**src/rtl/phy_port_pkg.sv**
```systemverilog
// Package: shared field positions, widths, state type and slot map for the
// indirect PHY access port. Assumes a fixed 32-bit host control word.
package phy_port_pkg;

    localparam int ACK_BIT   = 26;
    localparam int RREQ_BIT  = 25;
    localparam int WREQ_BIT  = 24;
    localparam int RBACK_LSB = 16;
    localparam int WBYTE_LSB = 8;
    localparam int SLOT_LSB  = 0;

    localparam int SLOT_W = 6;
    localparam int BYTE_W = 8;
    localparam int NUM_SLOTS = 1 << SLOT_W;

    typedef enum logic [1:0] {
        XS_IDLE = 2'd0,
        XS_WAIT = 2'd1,
        XS_DONE = 2'd2
    } xfer_state_t;

    // True for slots that carry real delay storage.
    function automatic logic slot_present(input int unsigned idx);
        return (idx <= 8) || ((idx >= 11) && (idx <= 13));
    endfunction

endpackage

```
**src/rtl/phy_port_ctrlword.sv**
```systemverilog
// Module: host-visible control word. Holds the software-writable fields and
// the read-back byte, and assembles the 32-bit view. Assumes the handshake
// engine supplies the acknowledge level and a one-cycle read-complete pulse.
module phy_port_ctrlword
    import phy_port_pkg::*;
(
    input  logic              clk,
    input  logic              rst_n,
    input  logic              host_we,
    input  logic [31:0]       host_wdata,
    input  logic              ack,
    input  logic              rd_fire,
    input  logic [BYTE_W-1:0] rd_byte,
    output logic              wreq,
    output logic              rreq,
    output logic [SLOT_W-1:0] slot,
    output logic [BYTE_W-1:0] wbyte,
    output logic [31:0]       word
);

    logic [BYTE_W-1:0] rback_q;
    logic              unused_bits;

    assign unused_bits = ^{host_wdata[31:27], host_wdata[ACK_BIT],
                           host_wdata[RBACK_LSB +: BYTE_W], host_wdata[7:6]};

    // Capture software fields on host writes and read-back byte on read completion.
    always_ff @(posedge clk) begin
        if (!rst_n) begin
            wreq    <= 1'b0;
            rreq    <= 1'b0;
            slot    <= '0;
            wbyte   <= '0;
            rback_q <= '0;
        end else begin
            if (host_we) begin
                wreq  <= host_wdata[WREQ_BIT];
                rreq  <= host_wdata[RREQ_BIT];
                slot  <= host_wdata[SLOT_LSB +: SLOT_W];
                wbyte <= host_wdata[WBYTE_LSB +: BYTE_W];
            end
            if (rd_fire) begin
                rback_q <= rd_byte;
            end
        end
    end

    // Assemble the 32-bit host view; unassigned bits read zero.
    always_comb begin
        word = '0;
        word[ACK_BIT]                = ack;
        word[RREQ_BIT]               = rreq;
        word[WREQ_BIT]               = wreq;
        word[RBACK_LSB +: BYTE_W]    = rback_q;
        word[WBYTE_LSB +: BYTE_W]    = wbyte;
        word[SLOT_LSB +: SLOT_W]     = slot;
    end

    a_r6_rback_hold: assert property (@(posedge clk) disable iff (!rst_n)
        !rd_fire |=> $stable(word[RBACK_LSB +: BYTE_W]));

endmodule

```
**src/rtl/phy_port_handshake.sv**
```systemverilog
// Module: request/acknowledge engine. Latches slot and byte when a request
// appears with acknowledge low, waits LATENCY cycles, fires one access pulse,
// then holds acknowledge until both request bits drop. Write wins over read.
// Assumes LATENCY >= 1.
module phy_port_handshake
    import phy_port_pkg::*;
#(
    parameter int LATENCY = 4
) (
    input  logic              clk,
    input  logic              rst_n,
    input  logic              wreq,
    input  logic              rreq,
    input  logic [SLOT_W-1:0] slot,
    input  logic [BYTE_W-1:0] wbyte,
    output logic              ack,
    output logic              wr_fire,
    output logic              rd_fire,
    output logic [SLOT_W-1:0] acc_slot,
    output logic [BYTE_W-1:0] acc_byte
);

    localparam int CNT_W = (LATENCY > 1) ? $clog2(LATENCY) : 1;

    xfer_state_t      state;
    logic [CNT_W-1:0] cnt;
    logic             acc_is_wr;
    logic             fire;

    // Sequence one access: idle -> wait LATENCY cycles -> acknowledged.
    always_ff @(posedge clk) begin
        if (!rst_n) begin
            state     <= XS_IDLE;
            cnt       <= '0;
            acc_slot  <= '0;
            acc_byte  <= '0;
            acc_is_wr <= 1'b0;
        end else begin
            case (state)
                XS_IDLE: begin
                    if (wreq || rreq) begin
                        state     <= XS_WAIT;
                        cnt       <= CNT_W'(LATENCY - 1);
                        acc_slot  <= slot;
                        acc_byte  <= wbyte;
                        acc_is_wr <= wreq;
                    end
                end
                XS_WAIT: begin
                    if (cnt == '0) begin
                        state <= XS_DONE;
                    end else begin
                        cnt <= cnt - 1'b1;
                    end
                end
                XS_DONE: begin
                    if (!wreq && !rreq) begin
                        state <= XS_IDLE;
                    end
                end
                default: state <= XS_IDLE;
            endcase
        end
    end

    // Decode the access pulse on the last waiting cycle and the acknowledge level.
    always_comb begin
        fire    = (state == XS_WAIT) && (cnt == '0);
        wr_fire = fire && acc_is_wr;
        rd_fire = fire && !acc_is_wr;
        ack     = (state == XS_DONE);
    end

    a_r4_ack_holds: assert property (@(posedge clk) disable iff (!rst_n)
        (ack && (wreq || rreq)) |=> ack);

    a_r5_ack_release: assert property (@(posedge clk) disable iff (!rst_n)
        (ack && !wreq && !rreq) |=> !ack);

    a_r3_ack_after_access: assert property (@(posedge clk) disable iff (!rst_n)
        (wr_fire || rd_fire) |=> ack);

    a_r8_start_from_low_ack: assert property (@(posedge clk) disable iff (!rst_n)
        ((state == XS_WAIT) && ($past(state) != XS_WAIT)) |-> !$past(ack));

endmodule

```
**src/rtl/phy_delay_bank.sv**
```systemverilog
// Module: PHY-side delay byte bank. Only slots flagged by slot_present()
// carry flops; the others read zero and discard writes. Single write port
// and one combinational read port. Assumes NUM_SLOTS <= 64.
module phy_delay_bank
    import phy_port_pkg::*;
(
    input  logic              clk,
    input  logic              rst_n,
    input  logic              we,
    input  logic [SLOT_W-1:0] waddr,
    input  logic [BYTE_W-1:0] wdata,
    input  logic [SLOT_W-1:0] raddr,
    output logic [BYTE_W-1:0] rdata
);

    logic [BYTE_W-1:0] slot_bus [NUM_SLOTS];

    for (genvar gi = 0; gi < NUM_SLOTS; gi++) begin : g_slot
        if (slot_present(gi)) begin : g_store
            logic [BYTE_W-1:0] q;
            // Hold one delay byte; load it on a write aimed at this slot.
            always_ff @(posedge clk) begin
                if (!rst_n) begin
                    q <= '0;
                end else if (we && (waddr == SLOT_W'(gi))) begin
                    q <= wdata;
                end
            end
            assign slot_bus[gi] = q;
        end else begin : g_hole
            assign slot_bus[gi] = '0;
        end
    end

    // Select the addressed slot for read.
    always_comb begin
        rdata = slot_bus[raddr];
    end

    a_r9_write_visible: assert property (@(posedge clk) disable iff (!rst_n)
        we |=> ((raddr != $past(waddr)) ||
                (rdata == (slot_present(32'($past(waddr))) ? $past(wdata) : '0))));

endmodule

```
**src/rtl/phy_access_port.sv**
```systemverilog
// Module: top of the indirect PHY access port. Joins the host control word,
// the handshake engine and the delay bank. LATENCY sets the PHY-side access
// time in clock cycles (>= 1).
module phy_access_port
    import phy_port_pkg::*;
#(
    parameter int LATENCY = 4
) (
    input  logic        clk,
    input  logic        rst_n,
    input  logic        host_we,
    input  logic [31:0] host_wdata,
    output logic [31:0] host_rdata
);

    logic              wreq, rreq, ack, wr_fire, rd_fire;
    logic [SLOT_W-1:0] slot, acc_slot;
    logic [BYTE_W-1:0] wbyte, acc_byte, bank_rdata;

    phy_port_ctrlword u_word (
        .clk        (clk),
        .rst_n      (rst_n),
        .host_we    (host_we),
        .host_wdata (host_wdata),
        .ack        (ack),
        .rd_fire    (rd_fire),
        .rd_byte    (bank_rdata),
        .wreq       (wreq),
        .rreq       (rreq),
        .slot       (slot),
        .wbyte      (wbyte),
        .word       (host_rdata)
    );

    phy_port_handshake #(.LATENCY(LATENCY)) u_hs (
        .clk      (clk),
        .rst_n    (rst_n),
        .wreq     (wreq),
        .rreq     (rreq),
        .slot     (slot),
        .wbyte    (wbyte),
        .ack      (ack),
        .wr_fire  (wr_fire),
        .rd_fire  (rd_fire),
        .acc_slot (acc_slot),
        .acc_byte (acc_byte)
    );

    phy_delay_bank u_bank (
        .clk   (clk),
        .rst_n (rst_n),
        .we    (wr_fire),
        .waddr (acc_slot),
        .wdata (acc_byte),
        .raddr (acc_slot),
        .rdata (bank_rdata)
    );

    a_r7_single_kind: assert property (@(posedge clk) disable iff (!rst_n)
        !(wr_fire && rd_fire));

endmodule

```
**config.mk**
```make
export PLATFORM = sky130hd
export DESIGN_NAME = phy_access_port
export DESIGN_NICKNAME = d
export VERILOG_FILES = /design/src/rtl/phy_port_pkg.sv /design/src/rtl/phy_port_ctrlword.sv /design/src/rtl/phy_port_handshake.sv /design/src/rtl/phy_delay_bank.sv /design/src/rtl/phy_access_port.sv
export SDC_FILE = /design/constraint.sdc
export NUM_CORES = 1
export LEC_CHECK = 0
export BUFFER_PORTS_ARGS = -buffer_cell sky130_fd_sc_hd__buf_2
export CAP_MARGIN = 20
export CORE_MARGIN = 4
export CORE_UTILIZATION = 40
export CTS_BUF_LIST = sky130_fd_sc_hd__clkbuf_2
export DETAILED_ROUTE_END_ITERATION = 16
export PLACE_DENSITY = 0.62
export SLEW_MARGIN = 20
export SYNTH_ARGS = -nofsm -noshare
export SYNTH_HDL_FRONTEND = slang
export SYNTH_SLANG_ARGS = --single-unit
```
**constraint.sdc**
```tcl
create_clock -name clk -period 4.6 [get_ports clk]
set_input_delay 0.69 -clock clk [delete_from_list [all_inputs] [get_ports clk]]
set_output_delay 0.69 -clock clk [all_outputs]
set_load 0.02 [all_outputs]
```
==> qor.yml <==
die:
  std_cell_rows: 44
  io-pin-count: 67
  die_w_um: 131
  start_util_pct: 41.1
  die_h_um: 131
  coreArea_um2: 14600
  dieArea_um2: 17100
detailed_routing:
  via_count: 4363
  drtPass1Iterations: 5
  drc: 0
  ant_nets: 0
  wl_per_cell_um: 17.2
  viasPerCell: 5.41
  dr.first_iter.drc_count: 352
  routed_wl_um: 13800
cts:
  post_cts_buffers: 0
  cts_sinks: 139
  clk_pin_slew_ns: 0.18
  cts_resized: 0
  cts_tree: "done"
  postCtsHoldBufs: 0
  clock_path_buffers: 2
  cts-buffers-inserted: 17
  root_buffer: "clkbuf_2"
  clkLatencyLatePin_ns: 0.73
  h-tree-depth: 4
power_and_ir_drop:
  leakagePower_nw: 2.92
  irDropWorstVdd_mv: 0.141
  power_density_nw_per_um2: 311
synthesis:
  synthArstFlopShare_pct: 0
  synthFlopType: "dfxtp_1"
  synthesis.instances: 598
  synth_most_common_cell: "dfxtp_1"
  synthTopCellsByCount: "dfxtp_1 (139), mux2i_1 (129), nor2_1 (116)"
  ys_seq_elements: 139
  yosys_warnings: 0
  synth_area_leaders: "dfxtp_1 (46%), mux2i_1 (21%), nor2_1 (7.2%)"
  synth_top_cell_by_area: "dfxtp_1"
  synth_top_area_share_pct: 46.3
  synth_edf_count: 0
  synth_area_um2: 6020
  ys_seq_area_share_pct: 46.3
  syn_avg_cell_area_um2: 10.1
  ys_types: 42
timing:
  report.final.setup_viol: 0
  worstMarginPinSlew_ns: 1.08
  maxSlewHeadroom_pct: 28.0
  period_needed_ns: 2.79
  final.setup.tns_ns: 0
  setup_ws_ns: 1.81
  finalClockSkew_ns: 0.0259
  final_hold_viol_count: 0
  slew_viol_final: 0
  rsz0062_at_grt: "no"
  max_freq_mhz: 358
  period_share_pct: 60.8
layout:
  layout-drive-gt1-share_pct: 16.7
  nets: 644
  area_growth_pct: 6.28
critical_path:
  cp.arrival_ns: 3.38
  max_stage_delay_ns: 0.89
  required_ns: 5.18
  start_kind: "flop"
  critPathBufInv: 0
  crit_path_max_fanout: 12
  slowest_stage: "nor3b_2"
  critical_path.top_delay_family: "simple AND/OR/NAND/NOR gates"
  worstPathCellList: "nor3b_2 -> and4_1 -> mux2i_1 -> nor2_1"
  path_class: "reg -> reg"
  worstSetupEndpointType: "flop"
run:
  maxCapViolations: 0
placement:
  io_buffers: 43
  dp_slack_ns: 1.92
  hpwl_um: 9140
  place.gp.congestion: 0.771
global_routing:
  antenna_found_initial: 1
  grt_max_degree: 92
  grt_use_total_pct: 17.3
  grt_pass1_wl_um: 22700
  grt_pass1_vias: 4393
  gr-total-overflow: 0
hold_path:
  min_path_type: "in -> reg"
outcome:
  status: "complete, no violations"
==> worst paths after layout <==
| check | startpoint | end | slack (ns) | cells after the start |
|---|---|---|---|---|
| max | u_hs.acc_is_wr$_SDFFE_PN0P_ | u_bank.g_slot[12].g_store.q[4]$_SDFFE_PN0P_ | 1.81 | 4 |
| min | host_wdata[0] | u_word.slot[0]$_SDFFE_PN0P_ | 0.20 | 3 |
| max reg2reg | u_hs.acc_is_wr$_SDFFE_PN0P_ | u_bank.g_slot[12].g_store.q[4]$_SDFFE_PN0P_ | 1.81 | 4 |
| min reg2reg | u_word.slot[2]$_SDFFE_PN0P_ | u_hs.acc_slot[2]$_SDFFE_PN0P_ | 0.48 | 2 |
==> tightest hold or removal path: cells and delay by family <==
kind	cells	cell delay, ns
buffers and inverters	1	0.08
muxes	1	0.06
and+or+nand+nor	1	0.07
==> flip-flops by register name, indices dropped and copies added, names as in the netlist <==
register / flops
u_hs.acc_slot: 6
u_word.rreq: 1
u_word.wbyte: 8
u_hs.acc_is_wr: 1
u_hs.acc_byte: 8
u_hs.state: 2
u_word.slot: 6
u_bank.g_slot.g_store.q: 96
u_hs.cnt: 2
u_word.wreq: 1
u_word.rback_q: 8
==> layout by cell type (no fill, tap or decap), types with 10 or more instances in the layout <==
master    netlist  routed
dfxtp_1       139     138
nand2_1        32      32
buf_2          13      43
mux4_2         11      11
nor2_1        116     116
mux2i_1       129     129
a21oi_1        15      15
a221oi_1       10      10
clkbuf_2        0      19
nand4_2        10      10
==> power breakdown <==
group | switching (mW) | internal (mW) | leakage [nW]
logic | 0.0932 | 0.0460 | 1.67
clock network | 0.410 | 0.183 | 0.128
registers | 0.0347 | 1.22 | 1.12
==> logic make-up (layout without fill, tap and decap cells) <==
family | count (synthesis) | after routing | share of synthesized area, %
AND/OR/NAND/NOR | 189 | 189 | 14.9
multiplexers | 144 | 144 | 26.3
flip-flops | 139 | 139 | 46.3
buffers and inverters | 64 | 81 | 5.20
AO/OA/AOI/OAI | 60 | 60 | 7.07
adder cells (fa/ha/maj) | 1 | 1 | 0.208
other | 1 | 8 | 0.0623
==> area by class of cell <==
cell class	count	area (µm²)
fillers	1392	8250
multi-input cells	401	2950
flip-flops and latches	139	2780
repair buffers	46	238
well taps	184	230
clock buffers	19	95.1
clock inverters	13	83.8
inverters	3	12.5
diodes	1	2.50
==> layer usage <==
layer,track usage (%),routed length (µm),vias up
met5,0,0,-
met4,8.35,359,0
met3,4.23,762,25
met2,26.9,6390,90
met1,22.7,6320,2136
li1,-,-,2112
==> metrics by stage <==
stage          hold WS [ns]  util [%]  cells  power [mW]  area [µm²]
3_3_place_gp          0.455      42.4    773        1.42        6210
6_report              0.196      43.7    806        1.99        6390
3_5_place_dp          0.465      42.4    773        1.42        6210
4_1_cts               0.142      43.6    805        2.01        6390
2_1_floorplan         0.443         -    604        1.39        6040
5_1_grt               0.127      43.7    806        2.09        6390
Note: power is estimated with default switching activity, not from simulation.
